==> src/rtl/pio_pkg.sv <==
package pio_pkg;
  localparam logic [1:0] OFS_A    = 2'd0;
  localparam logic [1:0] OFS_B    = 2'd1;
  localparam logic [1:0] OFS_C    = 2'd2;
  localparam logic [1:0] OFS_CTRL = 2'd3;

  localparam int CB_TRI    = 7;
  localparam int CB_DIR_A  = 4;
  localparam int CB_DIR_CH = 3;
  localparam int CB_DIR_B  = 1;
  localparam int CB_DIR_CL = 0;

  localparam logic [7:0] CB_MODE_MASK = 8'h64;
  localparam logic [7:0] CB_RESET     = 8'h9B;

  typedef struct packed {
    logic tri_all;
    logic in_a;
    logic in_b;
    logic in_cl;
    logic in_ch;
  } pio_cfg_t;
endpackage

==> src/rtl/pio_ctrl.sv <==
module pio_ctrl
  import pio_pkg::*;
#(
  parameter int W = 8
) (
  input  logic         clk_i,
  input  logic         rst_ni,
  input  logic         wr_i,
  input  logic [W-1:0] wdata_i,
  output logic [W-1:0] ctrl_o,
  output pio_cfg_t     cfg_o
);
  logic [W-1:0] ctrl_q;
  logic         mode_ok;

  assign mode_ok = ((wdata_i[7:0] & CB_MODE_MASK) == 8'h00);

  always_ff @(posedge clk_i or negedge rst_ni) begin
    if (!rst_ni) begin
      ctrl_q <= W'(CB_RESET);
    end else if (wr_i && mode_ok) begin
      ctrl_q <= wdata_i;
    end
  end

  assign ctrl_o        = ctrl_q;
  assign cfg_o.tri_all = ctrl_q[CB_TRI];
  assign cfg_o.in_a    = ctrl_q[CB_DIR_A];
  assign cfg_o.in_b    = ctrl_q[CB_DIR_B];
  assign cfg_o.in_cl   = ctrl_q[CB_DIR_CL];
  assign cfg_o.in_ch   = ctrl_q[CB_DIR_CH];
endmodule

==> src/rtl/pio_port.sv <==
module pio_port #(
  parameter int W = 8
) (
  input  logic         clk_i,
  input  logic         rst_ni,
  input  logic         wr_i,
  input  logic [W-1:0] wdata_i,
  input  logic [W-1:0] dir_in_i,
  input  logic         tri_i,
  input  logic [W-1:0] pin_i,
  output logic [W-1:0] pin_o,
  output logic [W-1:0] pin_oe_o,
  output logic [W-1:0] rd_o
);
  logic [W-1:0] data_q;

  always_ff @(posedge clk_i or negedge rst_ni) begin
    if (!rst_ni) begin
      data_q <= '0;
    end else if (wr_i) begin
      data_q <= wdata_i;
    end
  end

  assign pin_o    = data_q;
  assign pin_oe_o = ~dir_in_i & {W{~tri_i}};
  assign rd_o     = (dir_in_i & pin_i) | (~dir_in_i & data_q);
endmodule

==> src/rtl/pio_ports.sv <==
module pio_ports
  import pio_pkg::*;
#(
  parameter int W = 8
) (
  input  logic         clk_i,
  input  logic         rst_ni,
  input  logic [1:0]   addr_i,
  input  logic [W-1:0] wdata_i,
  input  logic         wr_i,
  output logic [W-1:0] rdata_o,
  input  logic [W-1:0] pa_i,
  output logic [W-1:0] pa_o,
  output logic [W-1:0] pa_oe_o,
  input  logic [W-1:0] pb_i,
  output logic [W-1:0] pb_o,
  output logic [W-1:0] pb_oe_o,
  input  logic [W-1:0] pc_i,
  output logic [W-1:0] pc_o,
  output logic [W-1:0] pc_oe_o
);
  localparam int NPORT = 3;
  localparam int HALF  = W / 2;

  logic [W-1:0] ctrl;
  pio_cfg_t     cfg;
  logic [W-1:0] dir_in [NPORT];
  logic [W-1:0] pin_in [NPORT];
  logic [W-1:0] pin_out[NPORT];
  logic [W-1:0] pin_oe [NPORT];
  logic [W-1:0] rd     [NPORT];

  pio_ctrl #(.W(W)) i_ctrl (
    .clk_i  (clk_i),
    .rst_ni (rst_ni),
    .wr_i   (wr_i && (addr_i == OFS_CTRL)),
    .wdata_i(wdata_i),
    .ctrl_o (ctrl),
    .cfg_o  (cfg)
  );

  assign dir_in[0] = {W{cfg.in_a}};
  assign dir_in[1] = {W{cfg.in_b}};
  assign dir_in[2] = {{(W-HALF){cfg.in_ch}}, {HALF{cfg.in_cl}}};

  assign pin_in[0] = pa_i;
  assign pin_in[1] = pb_i;
  assign pin_in[2] = pc_i;

  for (genvar g = 0; g < NPORT; g++) begin : g_port
    pio_port #(.W(W)) i_port (
      .clk_i   (clk_i),
      .rst_ni  (rst_ni),
      .wr_i    (wr_i && (addr_i == 2'(g))),
      .wdata_i (wdata_i),
      .dir_in_i(dir_in[g]),
      .tri_i   (cfg.tri_all),
      .pin_i   (pin_in[g]),
      .pin_o   (pin_out[g]),
      .pin_oe_o(pin_oe[g]),
      .rd_o    (rd[g])
    );
  end

  assign pa_o    = pin_out[0];
  assign pb_o    = pin_out[1];
  assign pc_o    = pin_out[2];
  assign pa_oe_o = pin_oe[0];
  assign pb_oe_o = pin_oe[1];
  assign pc_oe_o = pin_oe[2];

  always_comb begin
    unique case (addr_i)
      OFS_A:   rdata_o = rd[0];
      OFS_B:   rdata_o = rd[1];
      OFS_C:   rdata_o = rd[2];
      default: rdata_o = ctrl;
    endcase
  end
endmodule

==> config.mk <==
export PLATFORM = sky130hd
export DESIGN_NAME = pio_ports
export DESIGN_NICKNAME = d
export VERILOG_FILES = /design/src/rtl/pio_pkg.sv /design/src/rtl/pio_ctrl.sv /design/src/rtl/pio_port.sv /design/src/rtl/pio_ports.sv
export SDC_FILE = /design/constraint.sdc
export NUM_CORES = 1
export LEC_CHECK = 0
export ABC_AREA = 1
export BUFFER_PORTS_ARGS = -buffer_cell sky130_fd_sc_hd__buf_2
export CAP_MARGIN = 15
export CORE_MARGIN = 10
export CORE_UTILIZATION = 45
export CTS_BUF_LIST = sky130_fd_sc_hd__clkbuf_4 sky130_fd_sc_hd__clkbuf_8 sky130_fd_sc_hd__clkbuf_16
export DETAILED_ROUTE_END_ITERATION = 7
export PLACE_DENSITY = 0.87
export SLEW_MARGIN = 10
export SYNTH_ARGS = -nofsm -noshare
export SYNTH_HDL_FRONTEND = slang
export SYNTH_SLANG_ARGS = --single-unit
==> constraint.sdc <==
create_clock -name clk_i -period 1.9 [get_ports clk_i]
set_clock_uncertainty 0.2 [all_clocks]
set_input_delay 0.57 -clock clk_i [delete_from_list [all_inputs] [get_ports clk_i]]
set_output_delay 0.57 -clock clk_i [all_outputs]
set_load 0.05 [all_outputs]
# ---- After elaboration in Yosys (flattened, before gate mapping)
# Index checks and enable logic that the tools add are counted.
dict set report op_classes {
  eq_ne 3
  muxes 1
  n_bitwise 16
  reduce_logical 7
}
# cell n
set op_table {}
lappend op_table {{8-bit bitwise AND} 9}
lappend op_table {{8-bit inverter} 3}
lappend op_table {{8-bit OR} 3}
lappend op_table {{8-bit case mux with 3 select lines} 1}
lappend op_table {{8-bit zero test} 1}
lappend op_table {{1-bit logical AND} 5}
lappend op_table {{2-bit equality test, second input constant} 2}
lappend op_table {{2-bit by 1-bit equality test with 1-bit output, second input constant} 1}
lappend op_table {{2-bit zero test} 1}
lappend op_table {{1-bit inverter} 1}
dict set report totals {
  regBits 32
  inputBits 37
  output_inout_bits 56
  elab_cells 31
}

# ---- Longest topological paths before layout
dict set report logic_depth {
  word_depth 4
  depth_mapped 6
  ltp_nobuf 5
}

# ---- By module
# A second synthesis with hierarchy kept.
dict set report hier_totals {
  cells_unflattened 312
  hier_area_um2 2090.8
}
# module n_inst cells_per_inst area_per_inst_um2 seq_area_each_um2
set by_module_without_submodules {}
lappend by_module_without_submodules {pio_port 3 75 467.9 200.2}
lappend by_module_without_submodules {pio_ctrl 1 35 375.4 206.4}
lappend by_module_without_submodules {pio_ports 1 52 311.5 0.0}

# ---- Worst setup path before layout
# OpenSTA, ideal clock, no wires.
dict set report synth_timing {
  kind {register to output}
  from {register i_ctrl.ctrl_q[4] (netlist: i_ctrl.ctrl_o[4])}
  to {output port pa_oe_o[1]}
  arrival_ns 1.750
  path_slack_ns -0.620
  path_stages_with_launch 4
  path_cell_list {dfstp_2 -> buf_2 -> nor2_1 -> buf_4}
}
dict set report synth_between {
  elab_chain_len 2
}
# element line_no
set synth_rtl {}
lappend synth_rtl {{start: declaration} pio_ctrl.sv:13} ;# logic [W-1:0] ctrl_q;
lappend synth_rtl {{start signal: assignment} pio_ctrl.sv:20} ;# ctrl_q <= W'(CB_RESET);
lappend synth_rtl {{start signal: assignment} pio_ctrl.sv:22} ;# ctrl_q <= wdata_i;
lappend synth_rtl {{8-bit inverter} pio_port.sv:26} ;# assign pin_oe_o = ~dir_in_i & {W{~tri_i}};
lappend synth_rtl {{8-bit bitwise AND} pio_port.sv:26}
lappend synth_rtl {{end: declaration} pio_ports.sv:14} ;# output logic [W-1:0] pa_oe_o,
# Every way passes these cells.

# ---- Worst setup path in the final report
dict set report layout_timing {
  from {register i_ctrl.ctrl_q[1] (netlist: i_ctrl.ctrl_o[1])}
  to {output port pb_oe_o[4]}
}
dict set report layout_between {
  elab_chain_len 2
}
# element line_no
set layout_rtl {}
lappend layout_rtl {{8-bit inverter} pio_port.sv:26}
lappend layout_rtl {{8-bit bitwise AND} pio_port.sv:26}
lappend layout_rtl {{end: declaration} pio_ports.sv:17} ;# output logic [W-1:0] pb_oe_o,
# Every way passes these cells.

==> summary.md <==
| Metric | Value |
|---|---|
| Status | `finished with violations` |
| Largest net degree at the start of global routing | `33` |
| Initial Util | `0.4660` |
| FF/Latch Area | `809.5 sq um` |
| FF+latch count, synth | `32` |
| Antenna Nets Post-Route | `0` |
| RR Startpoint | `i_ctrl.ctrl_o[1]` |
| Vias in the first global route | `2,260` |
| Register area share after synthesis | `0.3950` |
| HP Class | `input port to asynchronous set/reset pin` |
| Site row count | `24` |
| CTS max path bufs | `2` |
| Min Tclk post-route | `2227 ps` |
| Commonest non-fill, non-tap cell in the layout | `nand2_1` |
| CP required | `1130 ps` |
| DR WL/cell | `16.24 microns` |
| Final hold violation count | `0` |
| Fmax | `449.1 MHz` |
| Number of fillers in the final layout | `325` |
| Critical setup path kind | `register to output pin` |
| Least-Margin Pin Slew | `~420 ps` |
| Area of the multi-input gates | `947.2 sq um` |
| Global Route Usage Sum | `0.1790` |
| Leakage Power | `roughly 1.7 nW` |
| Final setup vio count | `32` |
| # Max-Cap Violations | `0` |
| Routed wire length | `7112 microns` |
| Nets | `422` |
| Crit path max fanout | `8` |
| DR iter-0 viols | `~250` |
| Total grt overflow | `0` |
| Initial antenna violation count | `0` |
| Finished Core Util | `0.7123` |
| R2R setup slack | `610 ps` |
| Layout cells sized above 1 | `0.4896` |
| Final HPWL DP | `5242 microns` |
| Reg2reg path depth | `5` |
| H-tree depth | `2` |
| TritonCTS Sinks | `32` |
| Period Utilization, post-route | `1.172` |
| Final WS setup | `-326.8 ps` |
| Detailed Routing Iterations Pass 1 | `4` |
| Syn_area_per_cell | `7.271 sq um` |
| Max rail drop VDD | `0.5683 mV` |
| Worst R2R End | `i_ctrl.ctrl_o[1]` |
| CORE AREA | `around 0.0044 sq mm` |
| Die width | `87.38 microns` |
| Mapped Cells | `281` |
| Remaining DRCs | `0` |
| Port bufs | `92` |
| Number of vias per cell | `between 4 and 5` |
| Setup tns final | `-7330 ps` |
| Commonest cells after routing, fill and taps aside | `95 x nand2_1, 58 x buf_2, 39 x inv_1` |
| Area Overhead vs Synth | `52.85%` |
| Fin. max-slew vios | `0` |
| Syn nets | `around 320` |
| First-pass GRT wire length | `11,010 microns` |
| PwrDens | `roughly 1200 mW/mm^2` |
| Synth Warn # | `0` |
| IO Pins | `a little over 90` |
| CTS Buf Count | `5` |
| GP Congestion | `0.8811` |
| Die Ht | `87.38 microns` |
| Antenna cells | `0` |
| Normalized max-slew margin | `0.7222` |
| Setup crit start kind | `register` |
| Post-synthesis cell area | `0.002043 sq mm` |
| Worst Setup End Kind | `output pin` |
| Count of different cell masters after synthesis | `19` |
| Arrival time at the worst endpoint | `roughly 1500 ps` |
| Die area | `around 0.0076 sq mm` |
| CTS clk-pin slew, worst paths | `60 ps` |
| Clock root cell | `clkbuf_8` |
| RSZ-0062 raised after global routing | `yes` |
| Failing checks | `setup timing` |
| Worst-Skew Late Latency | `280 ps` |
| TritonCTS clock tree | `built` |
| Via count | `2,177` |
-- metrics by stage --
step / setup slack (ps) / power (W) / cell area (sq um) / std cells / hold WS [ps]
floorplan: -153.7 / 0.002469 / 2147 / 281 / 74.41
global placement: -401.5 / 0.002737 / 2590 / 420 / 283.9
detailed placement: -427.3 / 0.002766 / 2590 / 420 / 289.7
CTS: -313.2 / 0.003779 / 3053 / 436 / 108.0
global route: -376.6 / 0.004018 / 3123 / 438 / 122.6
finish: -326.8 / 0.003857 / 3123 / 438 / 97.29
-- cell type report --
cell class                 count  area share
clock buffer                   8     0.03325
inverter                      47     0.06450
multi-input combinational    177      0.3033
sequential                    32      0.2592
tap                           52     0.02083
timing repair buffer         122      0.3189
-- synth_stat cells --
cell type  instances  share of area
o21ai_0            8          0.020
buf_6              3          0.017
nand2_1          107           0.20
buf_4             20          0.073
nor2_4             3          0.017
dfrtp_1           27           0.33
nand2_2            1         0.0031
nand2_4            3          0.017
o21ai_2           16          0.069
buf_2              3         0.0073
o211ai_1           1         0.0037
inv_2              3         0.0055
dfstp_2            5          0.064
nor2_1             8          0.015
nor3_4             1         0.0080
inv_1             44          0.081
nand4_1            7          0.021
nand3b_1           1         0.0037
nand3_1           20          0.049
-- worst max-delay path by stage --
stage | from | endpoint | slack (ps) | cells after the start
floorplan | i_ctrl.ctrl_o[3] | rdata_o[7] | -150 | 6
global placement | addr_i[0] | rdata_o[2] | -400 | 6
detailed placement | addr_i[0] | rdata_o[2] | -430 | 6
CTS | i_ctrl.ctrl_o[3] | rdata_o[7] | -310 | 6
global route | i_ctrl.ctrl_o[3] | rdata_o[6] | -380 | 5
finish | i_ctrl.ctrl_o[1] | pb_oe_o[4] | -330 | 5
-- cells by family after synthesis --
kind of cell / Yosys count / share of synthesized area
buf+inv: 73 / 0.1837
compound gates: 25 / 0.09186
flops: 32 / 0.3950
simple gates: 151 / 0.3295
-- per-layer routing --
layer  vias to the layer above  part of all wire  global-route usage
met2                       111              0.49              0.3016
met1                       995              0.37              0.2004
met4                         0             0.026             0.06667
met3                        20              0.11             0.06554
met5                         -                 0                   0
li1                       1051                 -                   -
-- sequential cells by signal, summed over array words and instances, names as in the netlist --
signal / cells
g_port.i_port.pin_o: 24
i_ctrl.ctrl_o: 8
-- power breakdown --
| part | switching, W | total (W) | internal, W |
|---|---|---|---|
| Sequential | 0.000121 | 0.000935 | 0.000815 |
| Clock | 0.000255 | 0.000599 | 0.000345 |
| Combinational | 0.00152 | 0.00232 | 0.000806 |
| Total | 0.00189 | 0.00386 | 0.00197 |
-- worst max-delay path, cell delays in order, from the launching register on --
cell	delay [ps]
dfstp_2	400
buf_6	140
buf_6	110
nor2_4	210
buf_4	160
buf_6	150
-- repair_timing --
item                       CTS  global route
resized for setup           90            17
pin swaps                   10            10
gates cloned                 0             1
buffers inserted             8             1
hold buffers                 0             0
setup endpoints to repair   32            32
Power figures use the tool's default switching activity.
